<file path="src/rtl/simd_wrap_adder.sv">
module simd_wrap_adder #(
  parameter int VEC_W = 128
) (
  input  logic             clk,
  input  logic             rst_n,
  input  logic             in_valid,
  input  logic             wide,
  input  logic [1:0]       lane_sel,
  input  logic [VEC_W-1:0] opa,
  input  logic [VEC_W-1:0] opb,
  output logic             out_valid,
  output logic [VEC_W-1:0] sum
);
  localparam int NBYTES = VEC_W / 8;
  localparam int HALF   = VEC_W / 2;

  logic [NBYTES-1:0] cy;
  logic [NBYTES-1:0] cut;
  logic [VEC_W-1:0]  raw;
  logic [VEC_W-1:0]  masked;

  assign cy[0] = 1'b0;

  for (genvar i = 0; i < NBYTES; i++) begin : g_byte
    localparam bit AT_WORD = (i % 2) == 0;
    localparam bit AT_DW   = (i % 4) == 0;
    logic cin;
    assign cut[i] = (i == 0) || (lane_sel == 2'b00) ||
                    (lane_sel == 2'b01 && AT_WORD) ||
                    (lane_sel[1] && AT_DW);
    assign cin = cut[i] ? 1'b0 : cy[i];
    if (i < NBYTES - 1) begin : g_mid
      logic [8:0] s;
      assign s = {1'b0, opa[8*i +: 8]} + {1'b0, opb[8*i +: 8]} + {8'd0, cin};
      assign raw[8*i +: 8] = s[7:0];
      assign cy[i+1] = s[8];
    end else begin : g_last
      assign raw[8*i +: 8] = opa[8*i +: 8] + opb[8*i +: 8] + {7'd0, cin};
    end
  end

  assign masked = wide ? raw : {{HALF{1'b0}}, raw[HALF-1:0]};

  always_ff @(posedge clk or negedge rst_n) begin
    if (!rst_n) begin
      out_valid <= 1'b0;
      sum       <= '0;
    end else begin
      out_valid <= in_valid;
      if (in_valid) sum <= masked;
    end
  end
endmodule

</file>
<file path="config.mk">
export PLATFORM = sky130hd
export DESIGN_NAME = simd_wrap_adder
export DESIGN_NICKNAME = d
export VERILOG_FILES = /design/src/rtl/simd_wrap_adder.sv
export SDC_FILE = /design/constraint.sdc
export NUM_CORES = 1
export LEC_CHECK = 0
export BUFFER_PORTS_ARGS = -buffer_cell sky130_fd_sc_hd__clkbuf_2
export CAP_MARGIN = 20
export CORE_MARGIN = 5
export CORE_UTILIZATION = 44
export CTS_BUF_LIST = sky130_fd_sc_hd__clkbuf_4
export DETAILED_ROUTE_END_ITERATION = 10
export PLACE_DENSITY_LB_ADDON = 0.25
export RECOVER_POWER = 100
export SETUP_SLACK_MARGIN = 0.5
export SYNTH_ARGS = -nofsm -noshare
export SYNTH_HDL_FRONTEND = slang
export SYNTH_SLANG_ARGS = --single-unit
</file>
<file path="constraint.sdc">
create_clock -name clk -period 2.6 [get_ports clk]
set_clock_uncertainty 0.1 [all_clocks]
set_input_delay 0.13 -clock clk [delete_from_list [all_inputs] [get_ports clk]]
set_output_delay 0.13 -clock clk [all_outputs]
set_load 0.05 [all_outputs]
</file>
==> impl_metrics.json, run 1 <==
{
  "synth_edf_count": 0,
  "io_buffers": 390,
  "worst_slack_ns": -3.53,
  "clk_latency_ns": 0.54,
  "worst_slew_pin_slew_ns": 1.11,
  "hpwl_microns": 26500,
  "numCtsBuffers": 17,
  "period_share": 2.36,
  "synth_top_family_by_area": "compound AO/OA/AOI/OAI gates",
  "synth_compound_area_frac": 0.239,
  "endpoint_kind": "flip-flop",
  "dieArea_sq_um": 25200,
  "die_y_microns": 159,
  "cts_tree": "built",
  "ys.flop_type": "dfrtp_1",
  "peakVddDrop_mv": 0.411,
  "critPathMaxStageDelay_ns": 0.27,
  "hold_depth": 4,
  "slew_headroom": 0.261,
  "maxCapViolCount": 0,
  "synth_top_area_share": 0.332,
  "holdPathEnd": "sum[80]$_DFFE_PN0P_",
  "holdWs_ns": -0.0947,
  "yosysWarningCount": 0,
  "total_leakage_power_nw": 8.07,
  "drt_first_pass_iters": 5,
  "synth-seq-cells": 129,
  "drtIter0Drc": 565,
  "r2r_start": "sum[69]$_DFFE_PN0P_",
  "slew_violations": 0,
  "total_power_mw": 8.66,
  "powerDensity_nw_per_um2": 522,
  "worst_ep_arrival_time_ns": 6.49,
  "antenna_left": 0,
  "nets": 2162,
  "setup_viol": 80,
  "max_freq_mhz": 163,
  "fill_cells": 1494,
  "netlist_instances": 986,
  "clock_path_buffers": 2,
  "core_area_sq_um": 21800,
  "via_per_inst": 5.52,
  "syn_area_per_cell_sq_um": 9.87,
  "dp_slack_ns": -4.00,
  "io_pins": 391,
  "synthTopCellsByArea": "dfrtp_1, ha_1, fa_1",
  "crit_fanout": 2,
  "holdCritStartpoint": "opb[80]",
  "grt.overflow.total": 0,
  "min_period_ns": 6.13,
  "grt_setup_unrepaired": "yes",
  "drive_above_1_share": 0.467,
  "hold_violations": 16,
  "drc": 0,
  "crit_top_cell": "buf_4",
  "syn_nets": 1388,
  "synth_top_area_cell": "dfrtp_1",
  "reg2reg_slack_ns": 1.55,
  "synthSimpleGateAreaFrac": 0.105,
  "violations": "hold timing, setup timing",
  "status": "finished with violations",
  "yosys.area_share.adder": 0.202,
  "track_usage": 0.294,
  "timing.rr.end": "sum[69]$_DFFE_PN0P_",
  "mappedNetlistArea_sq_um": 9730,
  "dr_total_vias": 11300,
  "numClockSinks": 129,
  "gp_congestion": 0.916,
  "die_w_microns": 159,
  "ctsHtreeMaxLevel": 4,
  "grt_max_degree": 112,
  "async_flop_share": 1.00,
  "antenna_found_initial": 1,
  "clkTransAtPathRegs_ns": 0.13,
  "required_ns": 2.96,
  "initial_core_util": 0.446,
  "syn2layout_area_growth_pct": 70.4,
  "routed_wirelength_microns": 40300,
  "yosysSeqAreaShare": 0.332,
  "synth_xor_area_frac": 0.0378,
  "rows": 54,
  "grt_pass1_vias": 12000,
  "synth_cell_types": 47,
  "cpMaxStageDelayCell": "mux2_2",
  "worstSetupPathType": "in -> reg",
  "cts-root-buf": "clkbuf_4",
  "startpoint_type": "input pin",
  "synth.area.mux_share": 0.0505,
  "hp-class": "in -> reg",
  "wl_per_cell_microns": 19.6,
  "grt_pass1_wl_microns": 61000,
  "r2r_cells": 2
}
==> per-layer routing <==
| layer | vias up | track usage | wire (microns) | share of wire |
|---|---|---|---|---|
| met5 | - | 0 | 0 | 0 |
| met4 | 0 | 0.151 | 2670 | 0.066 |
| met3 | 168 | 0.0731 | 2630 | 0.065 |
| met2 | 495 | 0.520 | 20200 | 0.50 |
| met1 | 5457 | 0.325 | 14800 | 0.37 |
| li1 | 5206 | - | - | - |
==> power breakdown <==
part | internal [mW] | leakage [nW] | switching [mW] | total, mW
clock | 0.489 | 0.128 | 0.779 | 1.27
combinational | 1.94 | 6.35 | 2.88 | 4.82
sequential | 2.35 | 1.59 | 0.221 | 2.57
==> kinds of logic after synthesis <==
family | count (synthesis)
AOI/OAI and AO/OA | 332
xor gates and xnor gates | 42
adders and majority gates | 140
buffers and inverters | 89
DFF | 129
muxes | 43
and+or+nand+nor | 211
==> layout by cell type (no fill, tap or decap), types with 38 or more instances in the layout <==
cell and n:
buf_4 251, buf_6 63, clkbuf_1 114, clkbuf_2 272
dfrtp_1 129, dlygate4sd3_1 78, ha_1 105, inv_1 55
nor2_1 68, o21a_1 38, o21ai_0 40
==> sequential cells by signal (all words and copies together) (netlist names) <==
name / flops
sum: 128
out_valid: 1
==> layout make-up <==
type	instances	area, sq um	area share
repair buffers	784	5250	0.317
clock buffers	21	158	0.00951
clock inverters	10	70.1	0.00423
diodes	1	2.50	0.000151
multi-input cells	768	7290	0.440
flip-flops and latches	129	3230	0.195
well taps	280	350	0.0211
inverters	60	226	0.0137
==> synth_stat cells, types with 32 or more instances <==
master	count
nor3_1	33
xnor2_1	41
a21o_1	32
nand2_1	33
nor2_1	68
inv_1	59
o21ai_0	74
a21oi_1	37
ha_1	112
nor2b_1	37
o21a_1	38
mux2_2	37
dfrtp_1	129
==> worst max-delay path by stage <==
stage | slack, ns | startpoint | cells after the start | end
after CTS | -3.09 | opa[0] | 28 | sum[31]$_DFFE_PN0P_
after global placement | -3.89 | opa[0] | 28 | sum[31]$_DFFE_PN0P_
after detailed placement | -4.00 | opa[0] | 28 | sum[31]$_DFFE_PN0P_
after floorplan | -3.55 | opa[0] | 27 | sum[31]$_DFFE_PN0P_
final | -3.53 | opa[0] | 46 | sum[14]$_DFFE_PN0P_
after global routing | -3.61 | opa[0] | 29 | sum[30]$_DFFE_PN0P_
==> through the flow <==
step                TNS, ns  area (sq um)  utilization  std cells
floorplan           -143.20         10100            -        986
global placement    -179.15         13700        0.629       1817
detailed placement  -186.28         13700        0.629       1817
CTS                 -132.72         16000        0.733       2021
global route        -155.95         16600        0.760       2053
finish              -147.14         16600        0.760       2053
==> timing repair <==
item / in CTS / in global routing
hold buffers: 78 / 1
hold endpoints to repair: 198 / 17
pin swaps: 61 / 50
setup buffers: 95 / 29
endpoints found under the setup margin: 92 / 94
gates resized for setup: 118 / 113
==> worst max-delay path: cells and delay by family <==
| kind | cells | cell delay (ns) |
|---|---|---|
| compound gates | 7 | 1.04 |
| buf+inv | 32 | 3.92 |
| xor+xnor | 1 | 0.14 |
| fa+ha+maj | 4 | 0.85 |
| mux | 1 | 0.27 |
| simple gates | 1 | 0.14 |
No activity file was read; power rests on OpenSTA's default activity.
==> run 2, diff against run 1 <==
--- a/config.mk
+++ b/config.mk
@@ -5,12 +5,12 @@
 export SDC_FILE = /design/constraint.sdc
 export NUM_CORES = 1
 export LEC_CHECK = 0
-export BUFFER_PORTS_ARGS = -buffer_cell sky130_fd_sc_hd__clkbuf_2
 export CAP_MARGIN = 20
 export CORE_MARGIN = 5
 export CORE_UTILIZATION = 44
 export CTS_BUF_LIST = sky130_fd_sc_hd__clkbuf_4
 export DETAILED_ROUTE_END_ITERATION = 10
+export DONT_BUFFER_PORTS = 1
 export PLACE_DENSITY_LB_ADDON = 0.25
 export RECOVER_POWER = 100
 export SETUP_SLACK_MARGIN = 0.5
==> impl_metrics.json, run 2 (same netlist as run 1, synthesis figures left out) <==
{
  "grt_setup_unrepaired": "yes",
  "antenna_found_initial": 1,
  "critPathBufInv": 0,
  "io_buffers": 0,
  "initial_core_util": 0.446,
  "hp-class": "in -> async",
  "required_ns": 2.91,
  "cts-root-buf": "clkbuf_4",
  "grt-busiest-layer": "met2",
  "placed_area_sq_um": 11500,
  "hpwl_microns": 23700,
  "dr_total_vias": 10100,
  "nets": 1831,
  "wl_per_cell_microns": 22.9,
  "maxCapViolCount": 1,
  "drt_first_pass_iters": 7,
  "grtUsageMet3": 0.0881,
  "ctsHtreeMaxLevel": 4,
  "syn2layout_area_growth_pct": 58.0,
  "track_usage": 0.269,
  "routed_wirelength_microns": 39500,
  "max_freq_mhz": 164,
  "reg_top3": "sum (128), out_valid (1)",
  "total_power_mw": 8.58,
  "final_util": 0.705,
  "grt.overflow.total": 0,
  "hold_violations": 145,
  "setup_viol": 84,
  "grt_pass1_wl_microns": 54900,
  "io_pins": 391,
  "met2_usage": 0.467,
  "top_register": "sum",
  "antenna_left": 0,
  "grt_max_degree": 130,
  "final_common_cell": "buf_4",
  "cts_tree": "built",
  "endpoint_kind": "flip-flop",
  "critical-path-top-delay-family": "compound AO/OA/AOI/OAI gates",
  "mostFrequentLayoutCells": "buf_4, dlygate4sd3_1, dfrtp_1",
  "period_share": 2.35,
  "powerDensity_nw_per_um2": 558,
  "clkTransAtPathRegs_ns": 0.16,
  "numClockSinks": 129,
  "drc": 0,
  "violations": "hold timing, capacitance limit, slew limit, setup timing",
  "min_period_ns": 6.12,
  "slew_violations": 112,
  "status": "finished with violations",
  "holdWs_ns": -0.859,
  "clk_latency_ns": 0.52,
  "crit_fanout": 3,
  "numCtsBuffers": 17,
  "worst_slew_pin_slew_ns": 1.59,
  "die_y_microns": 159,
  "grt_pass1_vias": 9952,
  "crit_top_cell": "fa_2",
  "total_leakage_power_nw": 7.09,
  "peakVddDrop_mv": 0.604,
  "final_cell_area_sq_um": 15400,
  "startpoint_type": "input pin",
  "slew_headroom": -0.0610,
  "drive_above_1_share": 0.354,
  "cpMaxStageDelayCell": "fa_2",
  "worst_ep_arrival_time_ns": 6.43,
  "worst_slack_ns": -3.52,
  "grtUsageMet1": 0.300,
  "core_area_sq_um": 21800,
  "via_per_inst": 5.87,
  "largest_reg_flops": 128,
  "dieArea_sq_um": 25200,
  "clock_path_buffers": 2,
  "critPathMaxStageDelay_ns": 0.41,
  "worstSetupPathType": "in -> reg",
  "drtIter0Drc": 546,
  "rows": 54,
  "gp_congestion": 0.946,
  "die_w_microns": 159
}
## run 2: cell count changes in the layout (fill, tap and decap cells not counted), sizes merged, moves of 2 or more
cell,change
clkbuf,-383
bufinv,+2
buf,-35
dlygate4sd3,+85
## run 2: power by group
group	leakage (nW)	switching, mW	internal, mW	total [mW]
clock	0.158	0.838	0.687	1.52
sequential	1.59	1.61	2.33	3.94
combinational	5.35	1.30	1.81	3.11
## run 2: per-stage QoR
stage / instances / hold WS, ns / worst slack, ns / setup TNS [ns]
global route: 1723 / -0.918 / -3.63 / -160.16
CTS: 1635 / -0.887 / -3.02 / -126.64
global placement: 1398 / -0.263 / -3.75 / -169.74
detailed placement: 1398 / -0.262 / -3.86 / -173.78
finish: 1723 / -0.859 / -3.52 / -152.66
floorplan: 986 / -0.266 / -3.55 / -143.20
## run 2: layout make-up
class / count / area (sq um)
Antenna cell: 1 / 2.50
Clock buffer: 20 / 150
Clock inverter: 12 / 141
Fill cell: 1455 / 6450
Inverter: 60 / 226
Multi-Input combinational cell: 768 / 7210
Sequential cell: 129 / 3230
Tap cell: 280 / 350
Timing Repair Buffer: 453 / 4060
## run 2: worst paths after layout
path | startpoint | end | slack [ns] | cells past startpoint
worst max-delay path | opa[0] | sum[31]$_DFFE_PN0P_ | -3.52 | 27
worst min-delay path | rst_n | sum[21]$_DFFE_PN0P_ | -0.86 | 0
worst max register to register | sum[69]$_DFFE_PN0P_ | sum[69]$_DFFE_PN0P_ | 0.78 | 3
worst min register to register | sum[121]$_DFFE_PN0P_ | sum[121]$_DFFE_PN0P_ | 0.71 | 2
max in group asynchronous | rst_n | sum[86]$_DFFE_PN0P_ | 2.90 | 0
min in group clk | opa[72] | sum[72]$_DFFE_PN0P_ | -0.21 | 3
## run 2: timing repair
item | in CTS | in global routing
setup endpoints to repair | 87 | 91
setup buffers | 101 | 26
gates resized for setup | 102 | 107
pin swaps | 71 | 60
hold buffers | 104 | 61
endpoints found under the hold margin | 247 | 191
gates cloned | 0 | 0
## run 2: metal layers
metal | share of wire | vias up
met1 | 0.36 | 4918
met4 | 0.054 | 0
li1 | - | 4536
met2 | 0.51 | 507
met5 | 0 | -
met3 | 0.076 | 155
==> run 3, diff against run 2 <==
--- a/config.mk
+++ b/config.mk
@@ -6,6 +6,7 @@
 export NUM_CORES = 1
 export LEC_CHECK = 0
 export CAP_MARGIN = 20
+export CORE_ASPECT_RATIO = 0.7
 export CORE_MARGIN = 5
 export CORE_UTILIZATION = 44
 export CTS_BUF_LIST = sky130_fd_sc_hd__clkbuf_4
==> impl_metrics.json, run 3 (same netlist as run 1, synthesis figures left out) <==
{
  "status": "finished with violations",
  "die_y_microns": 134,
  "numCtsBuffers": 17,
  "final_cell_area_sq_um": 15100,
  "drt_first_pass_iters": 5,
  "critPathMaxStageDelay_ns": 0.39,
  "io_buffers": 0,
  "drive_above_1_share": 0.336,
  "numClockSinks": 129,
  "cpMaxStageDelayCell": "a311o_1",
  "worstSetupPathType": "in -> reg",
  "peakVddDrop_mv": 0.466,
  "powerDensity_nw_per_um2": 568,
  "crit_top_cell": "fa_2",
  "grt_setup_unrepaired": "yes",
  "ctsHtreeMaxLevel": 4,
  "grt.overflow.total": 0,
  "crit_fanout": 2,
  "total_leakage_power_nw": 6.87,
  "hold_violations": 142,
  "clk_latency_ns": 0.49,
  "gp_congestion": 0.937,
  "finalSetupTns_ns": -144.74,
  "core_area_sq_um": 21700,
  "track_usage": 0.283,
  "wl_per_cell_microns": 23.5,
  "grt_pass1_vias": 10300,
  "largest_reg_flops": 128,
  "reg2reg_slack_ns": 0.83,
  "cts_tree": "built",
  "hp-class": "in -> async",
  "routed_wirelength_microns": 39900,
  "grt_pass1_wl_microns": 56800,
  "worst_ep_arrival_time_ns": 6.38,
  "placed_area_sq_um": 11500,
  "top_register": "sum",
  "dr_total_vias": 10100,
  "timing.rr.end": "sum[66]$_DFFE_PN0P_",
  "syn2layout_area_growth_pct": 55.3,
  "antenna_found_initial": 2,
  "worst_slew_pin_slew_ns": 0.744,
  "reg_top3": "sum (128), out_valid (1)",
  "drtIter0Drc": 610,
  "via_per_inst": 5.98,
  "min_period_ns": 6.07,
  "antenna_left": 0,
  "regArea_sq_um": 3230,
  "multi_input_area_sq_um": 7130,
  "drc": 0,
  "rows": 45,
  "holdWs_ns": -0.803,
  "violations": "hold timing, setup timing",
  "die_w_microns": 188,
  "setup_viol": 75,
  "required_ns": 2.91,
  "r2r_start": "sum[66]$_DFFE_PN0P_",
  "clock_path_buffers": 2,
  "initial_core_util": 0.448,
  "max_freq_mhz": 165,
  "final_common_cell": "buf_4",
  "maxCapViolCount": 0,
  "hpwl_microns": 24100,
  "endpoint_kind": "flip-flop",
  "io_pins": 391,
  "r2r_cells": 3,
  "fill_cells": 1503,
  "mostFrequentLayoutCells": "buf_4, dlygate4sd3_1, dfrtp_1",
  "startpoint_type": "input pin",
  "dieArea_sq_um": 25200,
  "clkTransAtPathRegs_ns": 0.14,
  "worst_slack_ns": -3.47,
  "slew_headroom": 0.502,
  "slew_violations": 0,
  "grt_max_degree": 130,
  "cts-root-buf": "clkbuf_4",
  "nets": 1798,
  "period_share": 2.34
}
-- run 3: routing by layer --
layer,vias to the layer above,track usage,share of wire
li1,4484,-,-
met5,-,0,0.00018
met4,2,0.106,0.054
met2,626,0.490,0.48
met1,4852,0.326,0.37
met3,158,0.100,0.099
-- run 3: how the worst max path moves through the flow --
| stage | from | end | slack [ns] | depth (start not counted) |
|---|---|---|---|---|
| 4_1_cts | opa[0] | sum[29]$_DFFE_PN0P_ | -3.11 | 28 |
| 6_report | opa[32] | sum[62]$_DFFE_PN0P_ | -3.47 | 30 |
| 3_5_place_dp | opa[0] | sum[31]$_DFFE_PN0P_ | -3.83 | 27 |
| 3_3_place_gp | opa[0] | sum[31]$_DFFE_PN0P_ | -3.66 | 27 |
| 2_1_floorplan | opa[0] | sum[31]$_DFFE_PN0P_ | -3.55 | 27 |
| 5_1_grt | opa[32] | sum[62]$_DFFE_PN0P_ | -3.53 | 30 |
-- run 3: repair_timing --
action,CTS,global route
setup buffers,53,38
pin swaps,63,71
hold buffers,167,2
resized for setup,86,101
endpoints found under the hold margin,246,148
setup endpoints to repair,86,92
-- run 3: area by class of cell --
type | count | share of cell area
Clock buffer | 19 | 0.00944
Multi-Input combinational cell | 768 | 0.472
Tap cell | 282 | 0.0234
Sequential cell | 129 | 0.214
Timing Repair Buffer | 420 | 0.254
Antenna cell | 2 | 0.000331
Clock inverter | 13 | 0.0123
Inverter | 60 | 0.0151
-- run 3: where the power goes --
part / internal [mW] / switching [mW] / leakage [nW]
clock: 0.788 / 0.852 / 0.165
combinational: 1.69 / 1.29 / 5.12
sequential: 2.33 / 1.63 / 1.59
-- run 3: stage by stage --
step | utilization | power (mW) | setup WS (ns) | hold slack (ns) | cells
after floorplan | - | 5.19 | -3.55 | -0.266 | 986
after global placement | 0.531 | 5.86 | -3.66 | -0.260 | 1399
after detailed placement | 0.531 | 5.90 | -3.83 | -0.260 | 1399
after CTS | 0.657 | 8.13 | -3.11 | -0.879 | 1651
after global routing | 0.695 | 8.96 | -3.53 | -0.906 | 1692
final | 0.695 | 8.58 | -3.47 | -0.803 | 1693
-- run 3: worst max-delay path, delay by kind of cell --
family | cells | cell delay [ns]
AO/OA/AOI/OAI | 15 | 2.68
adder cells (fa/ha/maj) | 8 | 2.54
AND/OR/NAND/NOR | 3 | 0.38
multiplexers | 1 | 0.33
buffers and inverters | 2 | 0.18
XOR/XNOR | 1 | 0.14
